<file path="config.mk">
export PLATFORM = sky130hd
export DESIGN_NAME = va_translator
export DESIGN_NICKNAME = d
export VERILOG_FILES = /design/src/rtl/va_xlate_pkg.sv /design/src/rtl/va_xlate_ctrl.sv /design/src/rtl/va_xlate_dp.sv /design/src/rtl/va_translator.sv
export SDC_FILE = /design/constraint.sdc
export NUM_CORES = 2
export LEC_CHECK = 0
export BUFFER_PORTS_ARGS = -buffer_cell sky130_fd_sc_hd__buf_4
export CORE_UTILIZATION = 55
export CTS_CLUSTER_DIAMETER = 200
export DETAILED_ROUTE_END_ITERATION = 10
export PLACE_DENSITY_LB_ADDON = 0.25
export SLEW_MARGIN = 20
export SYNTH_ARGS = -nofsm -noshare
export SYNTH_HDL_FRONTEND = slang
export SYNTH_SLANG_ARGS = --single-unit
</file>
<file path="constraint.sdc">
create_clock -name clk -period 3.6 [get_ports clk]
set_input_delay 0.9 -clock clk [delete_from_list [all_inputs] [get_ports clk]]
set_output_delay 0.9 -clock clk [all_outputs]
set_load 0.05 [all_outputs]
</file>
<file path="src/rtl/va_xlate_pkg.sv">
package va_xlate_pkg;
  localparam int ADDR_W     = 32;
  localparam int PAGE_SHIFT = 12;
  localparam int ASID_W     = 8;
  localparam int VPN_W      = ADDR_W - PAGE_SHIFT - 1;
  localparam int PFN_W      = ADDR_W - PAGE_SHIFT;

  localparam logic [ADDR_W-1:0] WIN0_BASE = 32'h8000_0000;
  localparam logic [ADDR_W-1:0] WIN1_BASE = 32'hA000_0000;

  typedef enum logic [2:0] {
    FC_NONE     = 3'd0,
    FC_ADDR_ERR = 3'd1,
    FC_MISS     = 3'd2,
    FC_INVALID  = 3'd3,
    FC_MODIFY   = 3'd4
  } faultClass_e;

  typedef enum logic [1:0] {
    PS_PASS = 2'd0,
    PS_WIN0 = 2'd1,
    PS_WIN1 = 2'd2,
    PS_TLB  = 2'd3
  } physSel_e;

  typedef struct packed {
    logic        capture;
    logic        recordFault;
    physSel_e    physSel;
    faultClass_e fclass;
    logic        writable;
  } ctrlStrobe_t;

  typedef struct packed {
    logic [VPN_W-1:0]  vpn;
    logic [ADDR_W-1:0] endBound;
    logic [ASID_W-1:0] asid;
    logic              isGlobal;
    logic [1:0]        valid;
    logic [1:0]        dirty;
    logic [PFN_W-1:0]  pfnEven;
    logic [PFN_W-1:0]  pfnOdd;
  } tlbEntry_t;
endpackage

</file>
<file path="src/rtl/va_xlate_ctrl.sv">
module va_xlate_ctrl
  import va_xlate_pkg::*;
(
  input  logic        reqValid,
  input  logic [2:0]  addrTop,
  input  logic        reqWrite,
  input  logic        userMode,
  input  logic        errLevel,
  input  logic        tlbHit,
  input  logic        selValid,
  input  logic        selDirty,
  output ctrlStrobe_t strobe
);
  logic upperHalf;
  assign upperHalf = addrTop[2];

  always_comb begin
    strobe          = '0;
    strobe.capture  = reqValid;
    strobe.physSel  = PS_TLB;
    strobe.fclass   = FC_NONE;
    strobe.writable = 1'b0;

    if (userMode && upperHalf) begin
      // user mode may only reach the lower half
      strobe.fclass = FC_ADDR_ERR;
    end else if (!upperHalf && errLevel) begin
      strobe.physSel  = PS_PASS;
      strobe.writable = 1'b1;
    end else if (addrTop == 3'b100) begin
      strobe.physSel  = PS_WIN0;
      strobe.writable = 1'b1;
    end else if (addrTop == 3'b101) begin
      strobe.physSel  = PS_WIN1;
      strobe.writable = 1'b1;
    end else begin
      strobe.physSel = PS_TLB;
      if (!tlbHit) begin
        strobe.fclass = FC_MISS;
      end else if (!selValid) begin
        strobe.fclass = FC_INVALID;
      end else if (reqWrite && !selDirty) begin
        strobe.fclass = FC_MODIFY;
      end else begin
        strobe.writable = selDirty;
      end
    end

    strobe.recordFault = reqValid && (strobe.fclass != FC_NONE);
  end
endmodule

</file>
<file path="src/rtl/va_xlate_dp.sv">
module va_xlate_dp
  import va_xlate_pkg::*;
#(
  parameter int TLB_ENTRIES = 16,
  localparam int IDX_W = $clog2(TLB_ENTRIES)
)(
  input  logic              clk,
  input  logic              rstN,
  input  logic [ADDR_W-1:0] reqAddr,
  input  logic              reqWrite,
  input  logic [ASID_W-1:0] curAsid,
  input  logic              tlbWrEn,
  input  logic [IDX_W-1:0]  tlbWrIdx,
  input  tlbEntry_t         tlbWrData,
  input  ctrlStrobe_t       strobe,
  output logic              tlbHit,
  output logic              selValid,
  output logic              selDirty,
  output logic              rspValid,
  output logic              rspHit,
  output logic [ADDR_W-1:0] physAddr,
  output logic              rspWritable,
  output logic [2:0]        faultClass,
  output logic              faultWrite,
  output logic [ADDR_W-1:0] badAddr,
  output logic [ADDR_W-1:0] contextReg,
  output logic [ADDR_W-1:0] entryHiReg
);
  tlbEntry_t              tlbMem [TLB_ENTRIES];
  logic [TLB_ENTRIES-1:0] matchVec;
  logic                   oddHalf;
  logic [PFN_W-1:0]       selPfn;
  logic [ADDR_W-1:0]      physNext;

  assign oddHalf = reqAddr[PAGE_SHIFT];

  // entry storage
  always_ff @(posedge clk or negedge rstN) begin
    if (!rstN) begin
      for (int i = 0; i < TLB_ENTRIES; i++) tlbMem[i] <= '0;
    end else if (tlbWrEn) begin
      tlbMem[tlbWrIdx] <= tlbWrData;
    end
  end

  // parallel comparators
  for (genvar g = 0; g < TLB_ENTRIES; g++) begin : gCmp
    logic vpnEq, inBound, asidOk;
    assign vpnEq   = tlbMem[g].vpn == reqAddr[ADDR_W-1:PAGE_SHIFT+1];
    assign inBound = reqAddr < tlbMem[g].endBound;
    assign asidOk  = tlbMem[g].isGlobal || (tlbMem[g].asid == curAsid);
    assign matchVec[g] = vpnEq && inBound && asidOk;
  end

  // lowest matching index wins
  always_comb begin
    tlbHit   = |matchVec;
    selValid = 1'b0;
    selDirty = 1'b0;
    selPfn   = '0;
    for (int i = TLB_ENTRIES - 1; i >= 0; i--) begin
      if (matchVec[i]) begin
        selValid = tlbMem[i].valid[oddHalf];
        selDirty = tlbMem[i].dirty[oddHalf];
        selPfn   = oddHalf ? tlbMem[i].pfnOdd : tlbMem[i].pfnEven;
      end
    end
  end

  always_comb begin
    unique case (strobe.physSel)
      PS_PASS: physNext = reqAddr;
      PS_WIN0: physNext = reqAddr - WIN0_BASE;
      PS_WIN1: physNext = reqAddr - WIN1_BASE;
      default: physNext = {selPfn, reqAddr[PAGE_SHIFT-1:0]};
    endcase
    if (strobe.fclass != FC_NONE) physNext = '0;
  end

  // response stage
  always_ff @(posedge clk or negedge rstN) begin
    if (!rstN) begin
      rspValid    <= 1'b0;
      rspHit      <= 1'b0;
      physAddr    <= '0;
      rspWritable <= 1'b0;
      faultClass  <= FC_NONE;
      faultWrite  <= 1'b0;
    end else begin
      rspValid <= strobe.capture;
      rspHit   <= strobe.capture && (strobe.fclass == FC_NONE);
      if (strobe.capture) begin
        physAddr    <= physNext;
        rspWritable <= strobe.writable;
        faultClass  <= strobe.fclass;
        faultWrite  <= reqWrite;
      end
    end
  end

  // fault side-effect registers
  always_ff @(posedge clk or negedge rstN) begin
    if (!rstN) begin
      badAddr    <= '0;
      contextReg <= '0;
      entryHiReg <= '0;
    end else if (strobe.recordFault) begin
      badAddr    <= reqAddr;
      contextReg <= {reqAddr[ADDR_W-1:PAGE_SHIFT], contextReg[PAGE_SHIFT-1:0]};
      entryHiReg <= {reqAddr[ADDR_W-1:PAGE_SHIFT], entryHiReg[PAGE_SHIFT-1:0]};
    end
  end
endmodule

</file>
<file path="src/rtl/va_translator.sv">
module va_translator
  import va_xlate_pkg::*;
#(
  parameter int TLB_ENTRIES = 16
)(
  input  logic                           clk,
  input  logic                           rstN,
  input  logic                           reqValid,
  input  logic [31:0]                    reqAddr,
  input  logic                           reqWrite,
  input  logic                           userMode,
  input  logic                           errLevel,
  input  logic [7:0]                     curAsid,
  input  logic                           tlbWrEn,
  input  logic [$clog2(TLB_ENTRIES)-1:0] tlbWrIdx,
  input  logic [18:0]                    tlbWrVpn,
  input  logic [31:0]                    tlbWrEnd,
  input  logic [7:0]                     tlbWrAsid,
  input  logic                           tlbWrGlobal,
  input  logic [1:0]                     tlbWrValid,
  input  logic [1:0]                     tlbWrDirty,
  input  logic [19:0]                    tlbWrPfnEven,
  input  logic [19:0]                    tlbWrPfnOdd,
  output logic                           rspValid,
  output logic                           rspHit,
  output logic [31:0]                    physAddr,
  output logic                           rspWritable,
  output logic [2:0]                     faultClass,
  output logic                           faultWrite,
  output logic [31:0]                    badAddr,
  output logic [31:0]                    contextReg,
  output logic [31:0]                    entryHiReg
);
  ctrlStrobe_t strobe;
  tlbEntry_t   wrData;
  logic        tlbHit, selValid, selDirty;

  always_comb begin
    wrData.vpn      = tlbWrVpn;
    wrData.endBound = tlbWrEnd;
    wrData.asid     = tlbWrAsid;
    wrData.isGlobal = tlbWrGlobal;
    wrData.valid    = tlbWrValid;
    wrData.dirty    = tlbWrDirty;
    wrData.pfnEven  = tlbWrPfnEven;
    wrData.pfnOdd   = tlbWrPfnOdd;
  end

  va_xlate_ctrl u_ctrl (
    .reqValid (reqValid),
    .addrTop  (reqAddr[31:29]),
    .reqWrite (reqWrite),
    .userMode (userMode),
    .errLevel (errLevel),
    .tlbHit   (tlbHit),
    .selValid (selValid),
    .selDirty (selDirty),
    .strobe   (strobe)
  );

  va_xlate_dp #(.TLB_ENTRIES(TLB_ENTRIES)) u_dp (
    .clk         (clk),
    .rstN        (rstN),
    .reqAddr     (reqAddr),
    .reqWrite    (reqWrite),
    .curAsid     (curAsid),
    .tlbWrEn     (tlbWrEn),
    .tlbWrIdx    (tlbWrIdx),
    .tlbWrData   (wrData),
    .strobe      (strobe),
    .tlbHit      (tlbHit),
    .selValid    (selValid),
    .selDirty    (selDirty),
    .rspValid    (rspValid),
    .rspHit      (rspHit),
    .physAddr    (physAddr),
    .rspWritable (rspWritable),
    .faultClass  (faultClass),
    .faultWrite  (faultWrite),
    .badAddr     (badAddr),
    .contextReg  (contextReg),
    .entryHiReg  (entryHiReg)
  );
endmodule

</file>
==> impl_metrics.ini <==
[status]
status = complete, but fails checks
violations = negative setup slack

[logic_synthesis]
netlist_area_sq_mm = 0.0904
synthCells = 7909
ys_async_sr_fraction_pct = 100
synth_seq_cells = 1735
synth_top_cell_area_share_pct = 48.1
synth_edf_count = 0
ys_types = 88
synth_warnings = 0
ys_seq_area_share_pct = 48.1
synth_top_flop_cell = dfrtp_1
synth.avg_cell_area_sq_um = 11.4
yosysTopAreaCell = dfrtp_1
synth.area.top_cells = dfrtp_1 48%, mux2_2 18%, ha_1 6.9%, mux2i_1 3.1%, nand2_1 2.4%

[critical_path]
crit_slowest_cell = a2111oi_0
crit_path_frequent_cell = buf_4
arrival_ns = 5.03
max_stage_delay_ns = 0.42
setup.worst_path.start_class = input port
end_kind = flop
path_cells = buf_4 -> buf_4 -> buf_12 -> buf_4 -> xnor2_1 -> nand4_1 -> a2111oi_0 -> o2111ai_1 -> nor3_2 -> and2_1 -> nor3_1 -> buf_4 -> a22oi_1 -> inv_1 -> and4bb_4 -> a221oi_4 -> buf_6 -> clkbuf_16 -> a22o_1
critPathMaxFanout = 11
critical_path_required_ns = 4.32
crit_type = input port to flop

[place]
dp_hpwl_um = 193000
gp_congestion = 0.914
port-buffer-count = 265
dp_cells = 10500

[clock_tree]
clk_latency_ns = 0.84
cts_hold_buf = 0
cts_max_level = 4
cts_tree = built
cts_buffer_depth = 3
cts_made_buffers = 182
clk_pin_slew_ns = 0.06
cts_root_buf = clkbuf_16
cts.sinks = 1735

[min_path]
hp-class = input port to asynchronous set/reset pin

[floorplan]
num_rows = 148
start_util_pct = 55.4
die_x_um = 407
die_h_um = 407
core_area_sq_mm = 0.163
ioPinCount = 290
dieArea_sq_mm = 0.166

[grt]
grt_max_degree = 120
grt-ovfl-total = 0
grt_pass1_wl_um = 425000
grt_usage_pct = 33.7
antenna_found_initial = 24
grt_pass1_vias = 67900

[sta]
tns_ns = -42.00
final_hold_viol_count = 0
layout_min_cycle_time_ns = 4.31
drv_slew = 0
skew_ns = 0.0313
post-route-period-util_pct = 120
final.setup.worst_slack_ns = -0.708
relSlewSlack_pct = 35.1
timing.fmax_mhz = 232
setup_viol = 69
grt_setup_unrepaired = yes
worst_pin_slew_ns = 0.973

[detailed_routing]
route.detailed.drc = 0
firstDrtPassIters = 6
wl_per_cell_um = 25.8
drtIter0Drc = 5806
ant_nets = 0
vias = 65700
vias_per_cell = 6.03
finalWirelength_um = 281000

[layout]
multi_input_comb_area_sq_mm = 0.0437
num-nets-final = 9209
fin_cells = 10900
drive_above_1_share_pct = 33.6
ff_latch_area_sq_mm = 0.0434
mostFrequentLayoutCells = 1735 x dfrtp_1, 1421 x mux2_2, 892 x buf_4, 571 x nand2_1, 547 x inv_1
area_growth_pct = 18.5
num-fill-cells = 12200
final_common_cell = dfrtp_1

[pwr]
ir_drop_uv = 560
p_int_uw = 42300
p_leak_uw = 0.0495
clkPwrFrac_pct = 32.0
swShare_pct = 30.0
pwr-share-comb_pct = 24.3
p_seq_share_pct = 43.6
power_switching_uw = 18100
power_density_mw_per_mm2 = 565

[job]
cap_violations = 0
==> through the flow <==
step	total power, uW	hold WS [ns]	setup WS, ns	utilization (%)	area, sq um
2_1_floorplan	35600	0.471	-0.427	-	90800
3_3_place_gp	40100	0.481	-1.98	61.2	99700
3_5_place_dp	40900	0.488	-2.00	61.2	99700
4_1_cts	60400	0.0511	-0.612	65.4	107000
5_1_grt	63200	0.0694	-0.770	65.7	107000
6_report	60500	0.0668	-0.708	65.7	107000
==> worst max-delay path: cells and delay by family <==
family | cells | cell delay [ns]
buffers and inverters | 8 | 1.35
AOI/OAI and AO/OA | 5 | 1.30
and+or+nand+nor | 5 | 1.27
xor gates and xnor gates | 1 | 0.16
==> sequential cells by signal (all words and copies together), names as in the netlist <==
signal	cells
u_dp.badAddr	12
u_dp.contextReg	20
u_dp.faultClass	3
u_dp.physAddr	32
u_dp.rspHit	1
u_dp.rspWritable	1
u_dp.tlbMem	1664
u_dp.faultWrite	1
u_dp.rspValid	1
==> cell families (layout without fill, tap and decap cells) <==
logic type	after synthesis	in the layout	synth area share (%)
DFF	1735	1735	48.1
muxes	1701	1701	20.8
and+or+nand+nor	1268	1268	6.67
AOI/OAI and AO/OA	1147	1147	8.16
buffers and inverters	1126	1897	5.20
adders and majority gates	499	499	6.91
xor gates and xnor gates	432	432	4.19
other	1	33	0.00415
==> power by group through the flow <==
stage / sequential (uW) / combinational [uW] / clock (uW)
2_1_floorplan: 26300 / 9400 / 0
3_3_place_gp: 26300 / 13800 / 0
3_5_place_dp: 26600 / 14300 / 0
4_1_cts: 26300 / 14500 / 19600
5_1_grt: 26800 / 16100 / 20300
6_report: 26400 / 14700 / 19400
==> metal layers <==
layer  part of all wire, %  track usage, %  up-vias
li1                      -               -    29000
met2                    47            53.5     2312
met1                    41            44.0    33700
met4                   6.1            18.6        8
met5                 0.016               0        -
met3                   6.6            5.60      663
==> layout make-up <==
cell class | count | share of cell area [%]
multi-input combinational | 5071 | 40.8
antenna | 9 | 0.0210
inverter | 550 | 1.93
timing repair buffer | 1015 | 8.47
clock buffer | 259 | 4.90
sequential | 1735 | 40.5
tap | 2175 | 2.54
clock inverter | 73 | 0.823
==> worst paths after layout <==
| path | from | end | slack (ns) | depth (start not counted) |
|---|---|---|---|---|
| worst min-delay path | rstN | u_dp.tlbMem[363]$_DFFE_PN0P_ | 0.07 | 1 |
| max in group asynchronous | rstN | u_dp.tlbMem[661]$_DFFE_PN0P_ | 2.36 | 3 |
| min in group clk | reqWrite | u_dp.faultWrite$_DFFE_PN0P_ | 0.39 | 2 |
| worst max-delay path | reqAddr[13] | u_dp.physAddr[2]$_DFFE_PN0P_ | -0.71 | 19 |
| worst min register to register | u_dp.tlbMem[1253]$_DFFE_PN0P_ | u_dp.tlbMem[1253]$_DFFE_PN0P_ | 0.50 | 1 |
| worst max register to register | u_dp.tlbMem[151]$_DFFE_PN0P_ | u_dp.physAddr[17]$_DFFE_PN0P_ | -0.65 | 19 |
==> Yosys cell counts, drive strengths merged (46+ instances only) <==
| master | n |
|---|---|
| a21o | 53 |
| o21ai | 429 |
| dfrtp | 1735 |
| inv | 550 |
| o221ai | 46 |
| nand3 | 113 |
| a221oi | 51 |
| nand2 | 578 |
| clkbuf | 330 |
| nor2 | 154 |
| xnor2 | 186 |
| nand4 | 136 |
| a21oi | 233 |
| nor4 | 87 |
| xor2 | 246 |
| buf | 243 |
| a211oi | 49 |
| mux2 | 1421 |
| mux2i | 280 |
| nor3 | 46 |
| ha | 499 |
==> timing repair <==
action | in CTS | in global routing
pin swaps | 19 | 25
gates resized for setup | 101 | 65
setup endpoints to repair | 69 | 69
gates cloned | 3 | 3
setup buffers | 8 | 14
(Power assumes the default switching activity.)
